==> src/rtl/lrsc_pkg.sv <==
package lrsc_pkg;

  // Command applied to the window counter in one cycle.
  typedef enum logic [1:0] {
    WIN_HOLD  = 2'd0,
    WIN_LOAD  = 2'd1,
    WIN_CLEAR = 2'd2
  } win_cmd_e;

  // Query lanes checked against the stored block.
  localparam int unsigned LANE_PROBE = 0;
  localparam int unsigned LANE_SC    = 1;
  localparam int unsigned NUM_LANES  = 2;

endpackage

==> src/rtl/lrsc_window.sv <==
module lrsc_window
  import lrsc_pkg::*;
#(
  parameter int unsigned LRSC_CYCLES  = 100,
  parameter int unsigned LRSC_BACKOFF = 8
) (
  input  logic     clk,
  input  logic     rst_n,
  input  win_cmd_e cmd,
  output logic     live
);
  localparam int unsigned CW = (LRSC_CYCLES > 2) ? $clog2(LRSC_CYCLES) : 1;
  localparam logic [CW-1:0] LOAD_V = CW'(LRSC_CYCLES - 1);
  localparam logic [CW-1:0] BACK_V = CW'(LRSC_BACKOFF);

  logic [CW-1:0] cnt_q;

  always_ff @(posedge clk or negedge rst_n) begin
    if (!rst_n) begin
      cnt_q <= '0;
    end else begin
      unique case (cmd)
        WIN_LOAD:  cnt_q <= LOAD_V;
        WIN_CLEAR: cnt_q <= '0;
        default:   if (cnt_q != '0) cnt_q <= cnt_q - 1'b1;
      endcase
    end
  end

  assign live = (cnt_q > BACK_V);
endmodule

==> src/rtl/lrsc_tag_reg.sv <==
module lrsc_tag_reg #(
  parameter int unsigned TAG_W = 34
) (
  input  logic             clk,
  input  logic             rst_n,
  input  logic             load,
  input  logic [TAG_W-1:0] tag_in,
  output logic [TAG_W-1:0] tag_q
);
  always_ff @(posedge clk or negedge rst_n) begin
    if (!rst_n)    tag_q <= '0;
    else if (load) tag_q <= tag_in;
  end
endmodule

==> src/rtl/lrsc_match.sv <==
module lrsc_match
  import lrsc_pkg::*;
#(
  parameter int unsigned TAG_W = 34
) (
  input  logic                        live,
  input  logic [TAG_W-1:0]            resv_tag,
  input  logic [NUM_LANES-1:0]        q_valid,
  input  logic [NUM_LANES-1:0][TAG_W-1:0] q_tag,
  output logic [NUM_LANES-1:0]        hit
);
  for (genvar g = 0; g < NUM_LANES; g++) begin : g_lane
    assign hit[g] = q_valid[g] && live && (q_tag[g] == resv_tag);
  end
endmodule

==> src/rtl/lrsc_tracker.sv <==
module lrsc_tracker
  import lrsc_pkg::*;
#(
  parameter int unsigned ADDR_W       = 40,
  parameter int unsigned BLK_OFF      = 6,
  parameter int unsigned LRSC_CYCLES  = 100,
  parameter int unsigned LRSC_BACKOFF = 8
) (
  input  logic              clk,
  input  logic              rst_n,
  input  logic              lr_valid,
  input  logic [ADDR_W-1:0] lr_addr,
  input  logic              sc_valid,
  input  logic [ADDR_W-1:0] sc_addr,
  input  logic              probe_valid,
  input  logic [ADDR_W-1:0] probe_addr,
  output logic              probe_block,
  output logic              sc_pass
);
  localparam int unsigned TAG_W = ADDR_W - BLK_OFF;

  win_cmd_e                          cmd;
  logic                              live;
  logic [TAG_W-1:0]                  resv_tag;
  logic [NUM_LANES-1:0]              q_valid;
  logic [NUM_LANES-1:0][TAG_W-1:0]   q_tag;
  logic [NUM_LANES-1:0]              hit;

  // Load-reserved wins the next state; a concurrent SC is judged on the old one.
  always_comb begin
    if (lr_valid)      cmd = WIN_LOAD;
    else if (sc_valid) cmd = WIN_CLEAR;
    else               cmd = WIN_HOLD;
  end

  lrsc_window #(
    .LRSC_CYCLES (LRSC_CYCLES),
    .LRSC_BACKOFF(LRSC_BACKOFF)
  ) u_win (
    .clk  (clk),
    .rst_n(rst_n),
    .cmd  (cmd),
    .live (live)
  );

  lrsc_tag_reg #(.TAG_W(TAG_W)) u_tag (
    .clk   (clk),
    .rst_n (rst_n),
    .load  (lr_valid),
    .tag_in(lr_addr[ADDR_W-1:BLK_OFF]),
    .tag_q (resv_tag)
  );

  assign q_valid[LANE_PROBE] = probe_valid;
  assign q_tag[LANE_PROBE]   = probe_addr[ADDR_W-1:BLK_OFF];
  assign q_valid[LANE_SC]    = sc_valid;
  assign q_tag[LANE_SC]      = sc_addr[ADDR_W-1:BLK_OFF];

  lrsc_match #(.TAG_W(TAG_W)) u_match (
    .live    (live),
    .resv_tag(resv_tag),
    .q_valid (q_valid),
    .q_tag   (q_tag),
    .hit     (hit)
  );

  assign probe_block = hit[LANE_PROBE];
  assign sc_pass     = hit[LANE_SC];
endmodule

==> config.mk <==
export PLATFORM = sky130hd
export DESIGN_NAME = lrsc_tracker
export DESIGN_NICKNAME = d
export VERILOG_FILES = /design/src/rtl/lrsc_pkg.sv /design/src/rtl/lrsc_window.sv /design/src/rtl/lrsc_tag_reg.sv /design/src/rtl/lrsc_match.sv /design/src/rtl/lrsc_tracker.sv
export SDC_FILE = /design/constraint.sdc
export NUM_CORES = 1
export LEC_CHECK = 0
export BUFFER_PORTS_ARGS = -buffer_cell sky130_fd_sc_hd__buf_2
export CAP_MARGIN = 0
export CORE_ASPECT_RATIO = 0.75
export CORE_MARGIN = 10
export CORE_UTILIZATION = 49
export CTS_BUF_LIST = sky130_fd_sc_hd__clkbuf_16
export DETAILED_ROUTE_END_ITERATION = 10
export PLACE_DENSITY_LB_ADDON = 0.25
export SLEW_MARGIN = 10
export SYNTH_ARGS = -nofsm -noshare
export SYNTH_HDL_FRONTEND = slang
export SYNTH_SLANG_ARGS = --single-unit
==> constraint.sdc <==
create_clock -name clk -period 2.7 [get_ports clk]
set_input_delay 0.405 -clock clk [delete_from_list [all_inputs] [get_ports clk]]
set_output_delay 0.405 -clock clk [all_outputs]
set_load 0.02 [all_outputs]
==> flow_results.xml, run 1 <==
<?xml version="1.0" encoding="UTF-8"?>
<metrics>
  <group name="logic_synthesis">
    <metric name="post_synth_edffs" unit="">0</metric>
    <metric name="avg_cell_area_syn" unit="µm²">11.8</metric>
    <metric name="synth-seq-area-share" unit="%">43.1</metric>
    <metric name="ys.flop_type" unit="">dfrtp_1</metric>
    <metric name="synth_top_area_share" unit="%">43.1</metric>
    <metric name="ys_warn_count" unit="">0</metric>
    <metric name="synth_top_area_cell" unit="">dfrtp_1</metric>
    <metric name="syn_inst" unit="">201</metric>
    <metric name="synth_area" unit="µm²">2380</metric>
    <metric name="yosys.cell_types.count" unit="">28</metric>
    <metric name="postSynth.asyncResetShare" unit="%">100</metric>
    <metric name="synth_area_leaders" unit="">dfrtp_1, xor2_1, mux2_2</metric>
    <metric name="yosysMostFrequentCell" unit="">xor2_1</metric>
    <metric name="top_post_synthesis_cells_by_count" unit="">xor2_1, dfrtp_1, mux2_2, nor4_1, xnor2_1</metric>
    <metric name="flip_flop_and_latch_count_after_synthesis" unit="">41</metric>
    <metric name="synth_nets" unit="">327</metric>
  </group>
  <group name="drt">
    <metric name="drc" unit="">0</metric>
    <metric name="antenna_left" unit="">0</metric>
    <metric name="drtPass1Iterations" unit="">4</metric>
    <metric name="drt-wirelength-per-cell" unit="µm">17.2</metric>
    <metric name="routed-via-count" unit="">1891</metric>
    <metric name="drt_first_iter_violations" unit="">64</metric>
    <metric name="drt-vias-per-instance" unit="">5.11</metric>
    <metric name="route.final.wire_length" unit="mm">6.37</metric>
  </group>
  <group name="floorplanning">
    <metric name="floorplan.die.width" unit="µm">100</metric>
    <metric name="core_region_area" unit="µm²">4570</metric>
    <metric name="dieArea" unit="µm²">8070</metric>
    <metric name="initial_utilization" unit="%">52.1</metric>
    <metric name="fp-row-count" unit="">21</metric>
    <metric name="floorplan.io_pins" unit="">127</metric>
    <metric name="chipHeight" unit="µm">80.4</metric>
  </group>
  <group name="setup_path">
    <metric name="crit_path_max_fo" unit="">3</metric>
    <metric name="setup.worst_path.start" unit="">u_win.cnt_q[0]</metric>
    <metric name="crit_buf_inv" unit="">2</metric>
    <metric name="cp-start-kind" unit="">flip-flop</metric>
    <metric name="critPathKind" unit="">flip-flop to output pin</metric>
    <metric name="cpPeakStageDelay" unit="ns">0.58</metric>
    <metric name="critPathSlowestCell" unit="">a2111oi_0</metric>
    <metric name="cp.required" unit="ns">2.30</metric>
    <metric name="timing.critical_path.to_type" unit="">output pin</metric>
    <metric name="worst_path_dominant_cell_family" unit="">compound AO/OA/AOI/OAI gates</metric>
    <metric name="worstPathCellList" unit="">inv_1 &gt; ha_1 &gt; or2b_1 &gt; a2111oi_0 &gt; nor4_1 &gt; buf_2</metric>
    <metric name="reg2reg_launch_point" unit="">u_win.cnt_q[0]</metric>
    <metric name="arrival_time_worst_endpoint" unit="ns">2.11</metric>
  </group>
  <group name="final_layout">
    <metric name="fillers" unit="">379</metric>
    <metric name="insertedDiodeCount" unit="">0</metric>
    <metric name="num-nets-final" unit="">438</metric>
    <metric name="fin_util" unit="%">68.2</metric>
    <metric name="layout-drive-gt1-share" unit="%">48.6</metric>
    <metric name="syn2layout_area_growth" unit="%">31.0</metric>
    <metric name="post-route-cell-area" unit="µm²">3120</metric>
  </group>
  <group name="power">
    <metric name="power.share.switching" unit="%">26.4</metric>
    <metric name="pwr-share-comb" unit="%">19.8</metric>
    <metric name="pwr_density" unit="nW/µm²">520</metric>
    <metric name="power.internal" unit="mW">1.19</metric>
    <metric name="power.ir.vdd_worst" unit="µV">383</metric>
    <metric name="sequentialPowerShare" unit="%">45.5</metric>
    <metric name="p_sw" unit="µW">429</metric>
    <metric name="power.clock.fraction" unit="%">34.7</metric>
    <metric name="p_leak" unit="nW">1.50</metric>
  </group>
  <group name="cts">
    <metric name="cts_buffer_depth" unit="">2</metric>
    <metric name="post-cts-setup-buffers" unit="">0</metric>
    <metric name="cts_tree" unit="">yes</metric>
    <metric name="clkTransAtPathRegs" unit="ns">0.06</metric>
    <metric name="htree_levels" unit="">2</metric>
    <metric name="clk_root_buffer_cell" unit="">clkbuf_16</metric>
    <metric name="clock_sink_count" unit="">41</metric>
    <metric name="clk_lat_worst_skew" unit="ns">0.28</metric>
    <metric name="number_of_buffers_added_by_the_clock_tree_synthesis_step" unit="">5</metric>
    <metric name="post_cts_resized" unit="">0</metric>
    <metric name="hold_buf_cts" unit="">0</metric>
  </group>
  <group name="sta">
    <metric name="max_freq" unit="GHz">0.398</metric>
    <metric name="setup_viol_count_final" unit="">0</metric>
    <metric name="worst_pin_slew" unit="ns">0.930</metric>
    <metric name="grt_setup_unrepaired" unit="">no</metric>
    <metric name="fin_tns_setup" unit="ns">0</metric>
    <metric name="relSlewSlack" unit="%">38.0</metric>
    <metric name="min_period" unit="ns">2.51</metric>
    <metric name="slew_viol_final" unit="">0</metric>
    <metric name="layout_setup_ws" unit="ns">0.185</metric>
    <metric name="fin_worst_skew" unit="ns">0.00678</metric>
    <metric name="final_hold_viol_count" unit="">0</metric>
    <metric name="final_min_period_over_clock_period" unit="%">93.1</metric>
  </group>
  <group name="worst_hold_path">
    <metric name="timing.hold.worst.class" unit="">primary input to async pin</metric>
  </group>
  <group name="global_routing">
    <metric name="grt_pass1_vias" unit="">2182</metric>
    <metric name="maximum_number_of_pins_on_one_net_before_global_route_repair" unit="">42</metric>
    <metric name="initial_antenna_violation_count" unit="">0</metric>
    <metric name="grt_pass1_wl" unit="mm">10.1</metric>
    <metric name="grt_usage" unit="%">15.5</metric>
    <metric name="grt.overflow.total" unit="">0</metric>
  </group>
  <group name="placed_design">
    <metric name="preCtsSetupSlack" unit="ns">0.423</metric>
    <metric name="dpl-instance-area" unit="µm²">2980</metric>
    <metric name="gpl.final_weighted_congestion" unit="">0.825</metric>
    <metric name="port_buffer_count" unit="">108</metric>
    <metric name="dp_hpwl" unit="mm">5.24</metric>
  </group>
  <group name="job">
    <metric name="maxCapViolCount" unit="">0</metric>
  </group>
  <group name="outcome">
    <metric name="outcome" unit="">finished clean</metric>
  </group>
</metrics>
-- cell type report --
class | instances | area [µm²] | area share (%)
flip-flops and latches | 41 | 1030 | 32.9
inverters | 3 | 11.3 | 0.361
clock inverters | 3 | 12.5 | 0.401
clock buffers | 5 | 125 | 4.01
multi-input cells | 152 | 1320 | 42.5
repair buffers | 109 | 548 | 17.6
well taps | 57 | 71.3 | 2.29
-- worst paths after layout --
path                       cells past startpoint  slack, ns         endpoint
setup / recovery                               6       0.19      probe_block
hold / removal                                 1       0.26   u_tag.tag_q[4]
setup reg to reg                               6       0.78   u_win.cnt_q[1]
hold reg to reg                                1       0.57  u_tag.tag_q[28]
max in group asynchronous                      1       1.85  u_tag.tag_q[12]
min in group clk                               2       0.35   u_tag.tag_q[1]
-- layer usage --
metal	track usage [%]	routed length, µm	vias up	part of all wire, %
met5	0	0	-	0
met4	3.38	39	0	0.61
met3	8.04	704	5	11
met2	25.6	2890	74	45
met1	17.7	2740	877	43
li1	-	-	935	-
-- metrics by stage --
stage,power [mW],std cells,hold WS [ns]
2_1_floorplan,0.927,201,0.109
3_3_place_gp,1.06,362,0.556
3_5_place_dp,1.07,362,0.559
4_1_cts,1.64,370,0.302
5_1_grt,1.71,370,0.334
6_report,1.62,370,0.262
-- cell usage in the layout (no fill, tap or decap) --
cell type	synthesis	layout
nor3_1	5	5
clkbuf_16	0	5
a21oi_1	1	1
a211oi_1	1	1
or2b_1	2	2
nor3b_1	1	1
buf_2	0	108
or3b_4	1	1
mux2i_1	1	1
xor2_1	63	63
nor4_2	1	1
nand4_1	6	6
inv_1	3	3
or4_4	1	1
nor2_1	1	1
xnor2_1	7	7
nor4_1	16	16
nand2b_1	1	1
clkinv_2	0	1
a31o_1	1	1
o311ai_0	1	1
mux2_2	34	34
clkinv_1	0	2
dfrtp_1	41	41
o21ai_0	1	1
a21o_1	2	2
ha_1	1	1
buf_4	0	1
a2111oi_0	1	1
nand2_1	1	1
or3_1	2	2
-- flip-flops by register name, indices dropped and copies added, names as in the netlist --
signal and flops:
u_win.cnt_q 7, u_tag.tag_q 34
-- power by group through the flow --
stage               Combinational [mW]  Sequential, mW  Clock (mW)
finish                           0.321           0.737       0.563
detailed placement               0.325           0.748           0
global placement                 0.316           0.746           0
floorplan                        0.193           0.734           0
global route                     0.359           0.746       0.601
CTS                              0.327           0.738       0.579
-- logic make-up after synthesis --
kind of cell	count (synthesis)	synth area share [%]
buf+inv	8	1.26
fa+ha+maj	1	0.526
flops	41	43.1
xor+xnor	70	25.8
simple gates	38	10.4
mux	35	16.5
compound gates	8	2.47
(Power assumes the default switching activity.)
==> run 2: changes to the inputs <==
--- a/config.mk
+++ b/config.mk
@@ -12,6 +12,7 @@
 export CORE_UTILIZATION = 49
 export CTS_BUF_LIST = sky130_fd_sc_hd__clkbuf_16
 export DETAILED_ROUTE_END_ITERATION = 10
+export MAX_ROUTING_LAYER = met4
 export PLACE_DENSITY_LB_ADDON = 0.25
 export SLEW_MARGIN = 10
 export SYNTH_ARGS = -nofsm -noshare
==> run 2 against run 1 <==
Cell count is the same; total power hardly changed; first-iteration DRC count fell by 16%; clock skew hardly changed; critical endpoint unchanged; non-clock buffer count is the same; critical path depth did not move; design area is the same; count of clock-buffer cells in the layout is the same; wire length increased by 0.38%; worst setup slack hardly changed.
==> flow_results.xml, run 2 (synthesis gave the netlist of run 1 again) <==
<?xml version="1.0" encoding="UTF-8"?>
<metrics>
  <group name="outcome">
    <metric name="outcome" unit="">finished clean</metric>
  </group>
  <group name="setup_path">
    <metric name="worst_path_dominant_cell_family" unit="">compound AO/OA/AOI/OAI gates</metric>
    <metric name="crit_buf_inv" unit="">2</metric>
    <metric name="cp-endpoint" unit="">probe_block</metric>
    <metric name="cp.required" unit="ns">2.30</metric>
    <metric name="regToRegSetupSlack" unit="ns">0.78</metric>
    <metric name="setup.worst_path.start" unit="">u_win.cnt_q[0]</metric>
    <metric name="timing.critical_path.to_type" unit="">output pin</metric>
    <metric name="worstPathCellList" unit="">inv_1 &gt; ha_1 &gt; or2b_1 &gt; a2111oi_0 &gt; nor4_1 &gt; buf_2</metric>
    <metric name="crit_path_max_fo" unit="">3</metric>
    <metric name="reg2regPathDepth" unit="">6</metric>
    <metric name="arrival_time_worst_endpoint" unit="ns">2.11</metric>
    <metric name="critPathKind" unit="">flip-flop to output pin</metric>
    <metric name="crit-reg2reg-capture" unit="">u_win.cnt_q[1]</metric>
    <metric name="critPathSlowestCell" unit="">a2111oi_0</metric>
    <metric name="cp-start-kind" unit="">flip-flop</metric>
    <metric name="cpPeakStageDelay" unit="ns">0.58</metric>
    <metric name="timing.critical_path.depth" unit="">6</metric>
    <metric name="reg2reg_launch_point" unit="">u_win.cnt_q[0]</metric>
  </group>
  <group name="floorplanning">
    <metric name="chipHeight" unit="µm">80.4</metric>
    <metric name="floorplan.die.width" unit="µm">100</metric>
    <metric name="floorplan.io_pins" unit="">127</metric>
    <metric name="initial_utilization" unit="%">52.1</metric>
    <metric name="dieArea" unit="µm²">8070</metric>
    <metric name="fp-row-count" unit="">21</metric>
    <metric name="core_region_area" unit="µm²">4570</metric>
  </group>
  <group name="cts">
    <metric name="post-cts-setup-buffers" unit="">0</metric>
    <metric name="clk_lat_worst_skew" unit="ns">0.28</metric>
    <metric name="cts_buffer_depth" unit="">2</metric>
    <metric name="clk_root_buffer_cell" unit="">clkbuf_16</metric>
    <metric name="clock_sink_count" unit="">41</metric>
    <metric name="hold_buf_cts" unit="">0</metric>
    <metric name="clkTransAtPathRegs" unit="ns">0.06</metric>
    <metric name="post_cts_resized" unit="">0</metric>
    <metric name="cts_tree" unit="">yes</metric>
    <metric name="htree_levels" unit="">2</metric>
    <metric name="number_of_buffers_added_by_the_clock_tree_synthesis_step" unit="">5</metric>
  </group>
  <group name="drt">
    <metric name="drt-vias-per-instance" unit="">5.13</metric>
    <metric name="drt-wirelength-per-cell" unit="µm">17.3</metric>
    <metric name="drc" unit="">0</metric>
    <metric name="drtPass1Iterations" unit="">4</metric>
    <metric name="drt_first_iter_violations" unit="">54</metric>
    <metric name="route.final.wire_length" unit="mm">6.40</metric>
    <metric name="antenna_left" unit="">0</metric>
    <metric name="routed-via-count" unit="">1897</metric>
  </group>
  <group name="final_layout">
    <metric name="syn2layout_area_growth" unit="%">31.0</metric>
    <metric name="reg.largest.list" unit="">u_tag.tag_q (34), u_win.cnt_q (7)</metric>
    <metric name="insertedDiodeCount" unit="">0</metric>
    <metric name="layout.cells.most_common" unit="">buf_2</metric>
    <metric name="num-nets-final" unit="">438</metric>
    <metric name="largest_register" unit="">u_tag.tag_q</metric>
    <metric name="largest_register_ffs" unit="">34</metric>
    <metric name="most-common-layout-cells" unit="">buf_2, xor2_1, dfrtp_1</metric>
    <metric name="post-route-cell-area" unit="µm²">3120</metric>
    <metric name="finish.cell_count_without_fillers" unit="">370</metric>
    <metric name="layout-drive-gt1-share" unit="%">48.6</metric>
  </group>
  <group name="sta">
    <metric name="worst_pin_slew" unit="ns">0.929</metric>
    <metric name="max_freq" unit="GHz">0.398</metric>
    <metric name="relSlewSlack" unit="%">38.0</metric>
    <metric name="hold-worst-slack" unit="ns">0.262</metric>
    <metric name="setup_viol_count_final" unit="">0</metric>
    <metric name="min_period" unit="ns">2.51</metric>
    <metric name="fin_worst_skew" unit="ns">0.00668</metric>
    <metric name="final_min_period_over_clock_period" unit="%">93.1</metric>
    <metric name="slew_viol_final" unit="">0</metric>
    <metric name="grt_setup_unrepaired" unit="">no</metric>
    <metric name="fin_tns_setup" unit="ns">0</metric>
    <metric name="final_hold_viol_count" unit="">0</metric>
  </group>
  <group name="power">
    <metric name="pwr_density" unit="nW/µm²">520</metric>
    <metric name="design_power_total" unit="mW">1.62</metric>
    <metric name="p_leak" unit="nW">1.50</metric>
    <metric name="power.ir.vdd_worst" unit="µV">383</metric>
  </group>
  <group name="global_routing">
    <metric name="grt_pass1_vias" unit="">2191</metric>
    <metric name="grt.overflow.total" unit="">0</metric>
    <metric name="grt_usage" unit="%">16.0</metric>
    <metric name="maximum_number_of_pins_on_one_net_before_global_route_repair" unit="">42</metric>
    <metric name="grt_pass1_wl" unit="mm">10.0</metric>
    <metric name="initial_antenna_violation_count" unit="">0</metric>
  </group>
  <group name="placed_design">
    <metric name="gpl.final_weighted_congestion" unit="">0.837</metric>
    <metric name="dpl-instance-area" unit="µm²">2980</metric>
    <metric name="port_buffer_count" unit="">108</metric>
    <metric name="dp_hpwl" unit="mm">5.24</metric>
    <metric name="placed_cells_incl_taps" unit="">362</metric>
  </group>
  <group name="job">
    <metric name="maxCapViolCount" unit="">0</metric>
  </group>
  <group name="worst_hold_path">
    <metric name="timing.hold.worst.class" unit="">primary input to async pin</metric>
  </group>
</metrics>
## run 2: cell counts in the layout (fill, tap and decap cells not counted)
No cell type changed its count.
## run 2: per-layer routing
layer | GRT usage, % | wire, µm | up-vias
met3 | 5.47 | 477 | 5
li1 | - | - | 937
met2 | 25.6 | 2910 | 75
met4 | 3.38 | 40 | 0
met5 | - | 0 | -
met1 | 19.2 | 2970 | 880
## run 2: power by group
part           leakage [nW]  internal (mW)  switching (mW)
Sequential            0.483          0.673          0.0649
Clock                0.0687          0.334           0.229
Combinational         0.944          0.186           0.135
Total                  1.50           1.19           0.429
## run 2: how the worst min path moves through the flow
stage	from	end	slack, ns
3_5_place_dp	u_tag.tag_q[17]	u_tag.tag_q[17]	0.56
4_1_cts	rst_n	u_tag.tag_q[4]	0.30
3_3_place_gp	u_tag.tag_q[0]	u_tag.tag_q[0]	0.56
2_1_floorplan	rst_n	u_tag.tag_q[0]	0.11
5_1_grt	rst_n	u_tag.tag_q[4]	0.33
6_report	rst_n	u_tag.tag_q[4]	0.26
## run 2: layout make-up
cell class	instances	area [µm²]
inverter	3	11.3
sequential	41	1030
tap	57	71.3
clock buffer	5	125
timing repair buffer	109	548
multi-input combinational	152	1320
clock inverter	3	12.5
fill	379	1450
## run 2: stage by stage
stage / setup WS [ns] / util [%]
final: 0.185 / 68.2
after CTS: 0.202 / 68.2
after global placement: 0.465 / 65.2
after global routing: 0.141 / 68.2
after detailed placement: 0.423 / 65.2
after floorplan: 0.688 / -
==> run 3: changes to the inputs <==
--- a/config.mk
+++ b/config.mk
@@ -7,7 +7,6 @@
 export LEC_CHECK = 0
 export BUFFER_PORTS_ARGS = -buffer_cell sky130_fd_sc_hd__buf_2
 export CAP_MARGIN = 0
-export CORE_ASPECT_RATIO = 0.75
 export CORE_MARGIN = 10
 export CORE_UTILIZATION = 49
 export CTS_BUF_LIST = sky130_fd_sc_hd__clkbuf_16
==> run 3 against run 2 <==
Worst hold slack improved by 0.0091 ns; wire length rose by 0.50%; sequential power barely moved; clock power rose by 2%; register-to-register slack improved by 0.04 ns; first-iteration DRC count fell by 17%; sequential share of layout area fell by 0.20 points.
==> flow_results.xml, run 3 (synthesis gave the netlist of run 1 again) <==
<?xml version="1.0" encoding="UTF-8"?>
<metrics>
  <group name="sta">
    <metric name="min_period" unit="ns">2.46</metric>
    <metric name="max_freq" unit="GHz">0.406</metric>
    <metric name="worst_pin_slew" unit="ns">0.942</metric>
    <metric name="relSlewSlack" unit="%">37.2</metric>
    <metric name="final_hold_viol_count" unit="">0</metric>
    <metric name="slew_viol_final" unit="">0</metric>
    <metric name="setup_viol_count_final" unit="">0</metric>
    <metric name="fin_tns_setup" unit="ns">0</metric>
    <metric name="layout_setup_ws" unit="ns">0.239</metric>
    <metric name="grt_setup_unrepaired" unit="">no</metric>
    <metric name="final_min_period_over_clock_period" unit="%">91.1</metric>
    <metric name="fin_worst_skew" unit="ns">0.00174</metric>
  </group>
  <group name="final_layout">
    <metric name="reg.largest.list" unit="">u_tag.tag_q (34), u_win.cnt_q (7)</metric>
    <metric name="syn2layout_area_growth" unit="%">31.8</metric>
    <metric name="num-nets-final" unit="">438</metric>
    <metric name="largest_register_ffs" unit="">34</metric>
    <metric name="layout-drive-gt1-share" unit="%">49.2</metric>
    <metric name="fin_util" unit="%">66.4</metric>
    <metric name="layout.cells.most_common" unit="">buf_2</metric>
    <metric name="largest_register" unit="">u_tag.tag_q</metric>
    <metric name="most-common-layout-cells" unit="">buf_2, xor2_1, dfrtp_1</metric>
    <metric name="insertedDiodeCount" unit="">0</metric>
  </group>
  <group name="drt">
    <metric name="drt-vias-per-instance" unit="">5.03</metric>
    <metric name="drt-wirelength-per-cell" unit="µm">16.9</metric>
    <metric name="antenna_left" unit="">0</metric>
    <metric name="drc" unit="">0</metric>
    <metric name="drt_first_iter_violations" unit="">45</metric>
    <metric name="route.final.wire_length" unit="mm">6.43</metric>
    <metric name="drtPass1Iterations" unit="">4</metric>
    <metric name="routed-via-count" unit="">1910</metric>
  </group>
  <group name="global_routing">
    <metric name="grt_pass1_wl" unit="mm">9.86</metric>
    <metric name="grt.overflow.total" unit="">0</metric>
    <metric name="initial_antenna_violation_count" unit="">0</metric>
    <metric name="grt_pass1_vias" unit="">2125</metric>
    <metric name="grt_usage" unit="%">16.7</metric>
    <metric name="maximum_number_of_pins_on_one_net_before_global_route_repair" unit="">42</metric>
  </group>
  <group name="outcome">
    <metric name="outcome" unit="">finished clean</metric>
  </group>
  <group name="setup_path">
    <metric name="cp-start-kind" unit="">flip-flop</metric>
    <metric name="arrival_time_worst_endpoint" unit="ns">2.06</metric>
    <metric name="timing.critical_path.to_type" unit="">output pin</metric>
    <metric name="cp.required" unit="ns">2.30</metric>
    <metric name="critPathKind" unit="">flip-flop to output pin</metric>
    <metric name="crit_path_max_fo" unit="">3</metric>
    <metric name="setup.worst_path.start" unit="">u_tag.tag_q[26]</metric>
    <metric name="reg2reg_launch_point" unit="">u_win.cnt_q[0]</metric>
  </group>
  <group name="job">
    <metric name="maxCapViolCount" unit="">0</metric>
  </group>
  <group name="floorplanning">
    <metric name="fp-row-count" unit="">25</metric>
    <metric name="floorplan.die.width" unit="µm">89.7</metric>
    <metric name="initial_utilization" unit="%">50.4</metric>
    <metric name="floorplan.io_pins" unit="">127</metric>
    <metric name="chipHeight" unit="µm">89.7</metric>
    <metric name="dieArea" unit="µm²">8040</metric>
    <metric name="core_region_area" unit="µm²">4720</metric>
  </group>
  <group name="power">
    <metric name="sequentialPowerShare" unit="%">45.2</metric>
    <metric name="power.internal" unit="mW">1.20</metric>
    <metric name="pwr_density" unit="nW/µm²">521</metric>
    <metric name="power.ir.vdd_worst" unit="µV">335</metric>
    <metric name="power.share.switching" unit="%">26.8</metric>
    <metric name="p_sw" unit="µW">437</metric>
    <metric name="p_leak" unit="nW">1.50</metric>
    <metric name="power.clock.fraction" unit="%">35.3</metric>
    <metric name="pwr-share-comb" unit="%">19.6</metric>
  </group>
  <group name="cts">
    <metric name="cts_tree" unit="">yes</metric>
    <metric name="post-cts-setup-buffers" unit="">0</metric>
    <metric name="cts_buffer_depth" unit="">2</metric>
    <metric name="clk_root_buffer_cell" unit="">clkbuf_16</metric>
    <metric name="htree_levels" unit="">2</metric>
    <metric name="clock_sink_count" unit="">41</metric>
    <metric name="clkTransAtPathRegs" unit="ns">0.07</metric>
    <metric name="number_of_buffers_added_by_the_clock_tree_synthesis_step" unit="">5</metric>
    <metric name="clk_lat_worst_skew" unit="ns">0.28</metric>
  </group>
  <group name="placed_design">
    <metric name="gpl.final_weighted_congestion" unit="">0.793</metric>
    <metric name="dp_hpwl" unit="mm">5.31</metric>
    <metric name="preCtsSetupSlack" unit="ns">0.455</metric>
    <metric name="port_buffer_count" unit="">108</metric>
  </group>
  <group name="worst_hold_path">
    <metric name="timing.hold.worst.class" unit="">primary input to async pin</metric>
  </group>
</metrics>
[run 3: cell count changes in the layout (fill, tap and decap cells not counted)]
| cell | change |
|---|---|
| clkinv_1 | -2 |
| a2111oi_0 | -1 |
| a2111oi_1 | +1 |
| clkinv_2 | +1 |
| clkinvlp_4 | +1 |
[run 3: per-layer routing]
layer | vias up | track usage (%) | wire [µm]
met5 | - | - | 0
met1 | 907 | 19.2 | 2620
met2 | 58 | 28.0 | 3370
met3 | 8 | 4.96 | 370
li1 | 937 | - | -
met4 | 0 | 4.05 | 72
[run 3: power by group through the flow]
stage               clock [mW]  sequential, mW  combinational [mW]
floorplan                    0           0.734               0.193
finish                   0.576           0.738               0.320
global route             0.620           0.747               0.357
CTS                      0.587           0.738               0.326
detailed placement           0           0.749               0.324
global placement             0           0.746               0.315
[run 3: stage by stage]
| stage | hold WS (ns) | cell area (µm²) | instances | power (mW) |
|---|---|---|---|---|
| after detailed placement | 0.562 | 2990 | 372 | 1.07 |
| after global placement | 0.558 | 2990 | 372 | 1.06 |
| after CTS | 0.308 | 3140 | 380 | 1.65 |
| after floorplan | 0.109 | 2380 | 201 | 0.927 |
| after global routing | 0.341 | 3140 | 380 | 1.72 |
| final | 0.271 | 3140 | 380 | 1.63 |
[run 3: worst max-delay path, stage by stage, from the launching register on]
cell     delay, ns
dfrtp_1       0.42
xor2_1        0.17
nor4_1        0.45
nand4_1       0.17
nor4_1        0.32
buf_2         0.24
[run 3: final cells by class]
| cell class | count | area, µm² |
|---|---|---|
| clock buffers | 5 | 125 |
| inverters | 3 | 11.3 |
| fillers | 412 | 1590 |
| multi-input cells | 152 | 1330 |
| clock inverters | 3 | 17.5 |
| repair buffers | 109 | 548 |
| flip-flops and latches | 41 | 1030 |
| well taps | 67 | 83.8 |
[run 3: repair_timing]
action                                  CTS  global route
endpoints found under the setup margin    0             2
resized for setup                         0             1
hold buffers                              0             0
endpoints found under the hold margin     0             0
[run 3: final timing paths]
kind / to / slack (ns) / depth (start not counted)
setup / recovery: sc_pass / 0.24 / 5
hold / removal: u_tag.tag_q[10] / 0.27 / 1
setup reg to reg: u_win.cnt_q[1] / 0.82 / 6
hold reg to reg: u_tag.tag_q[31] / 0.57 / 1
max in group asynchronous: u_tag.tag_q[15] / 1.84 / 1
min in group clk: u_tag.tag_q[20] / 0.35 / 2
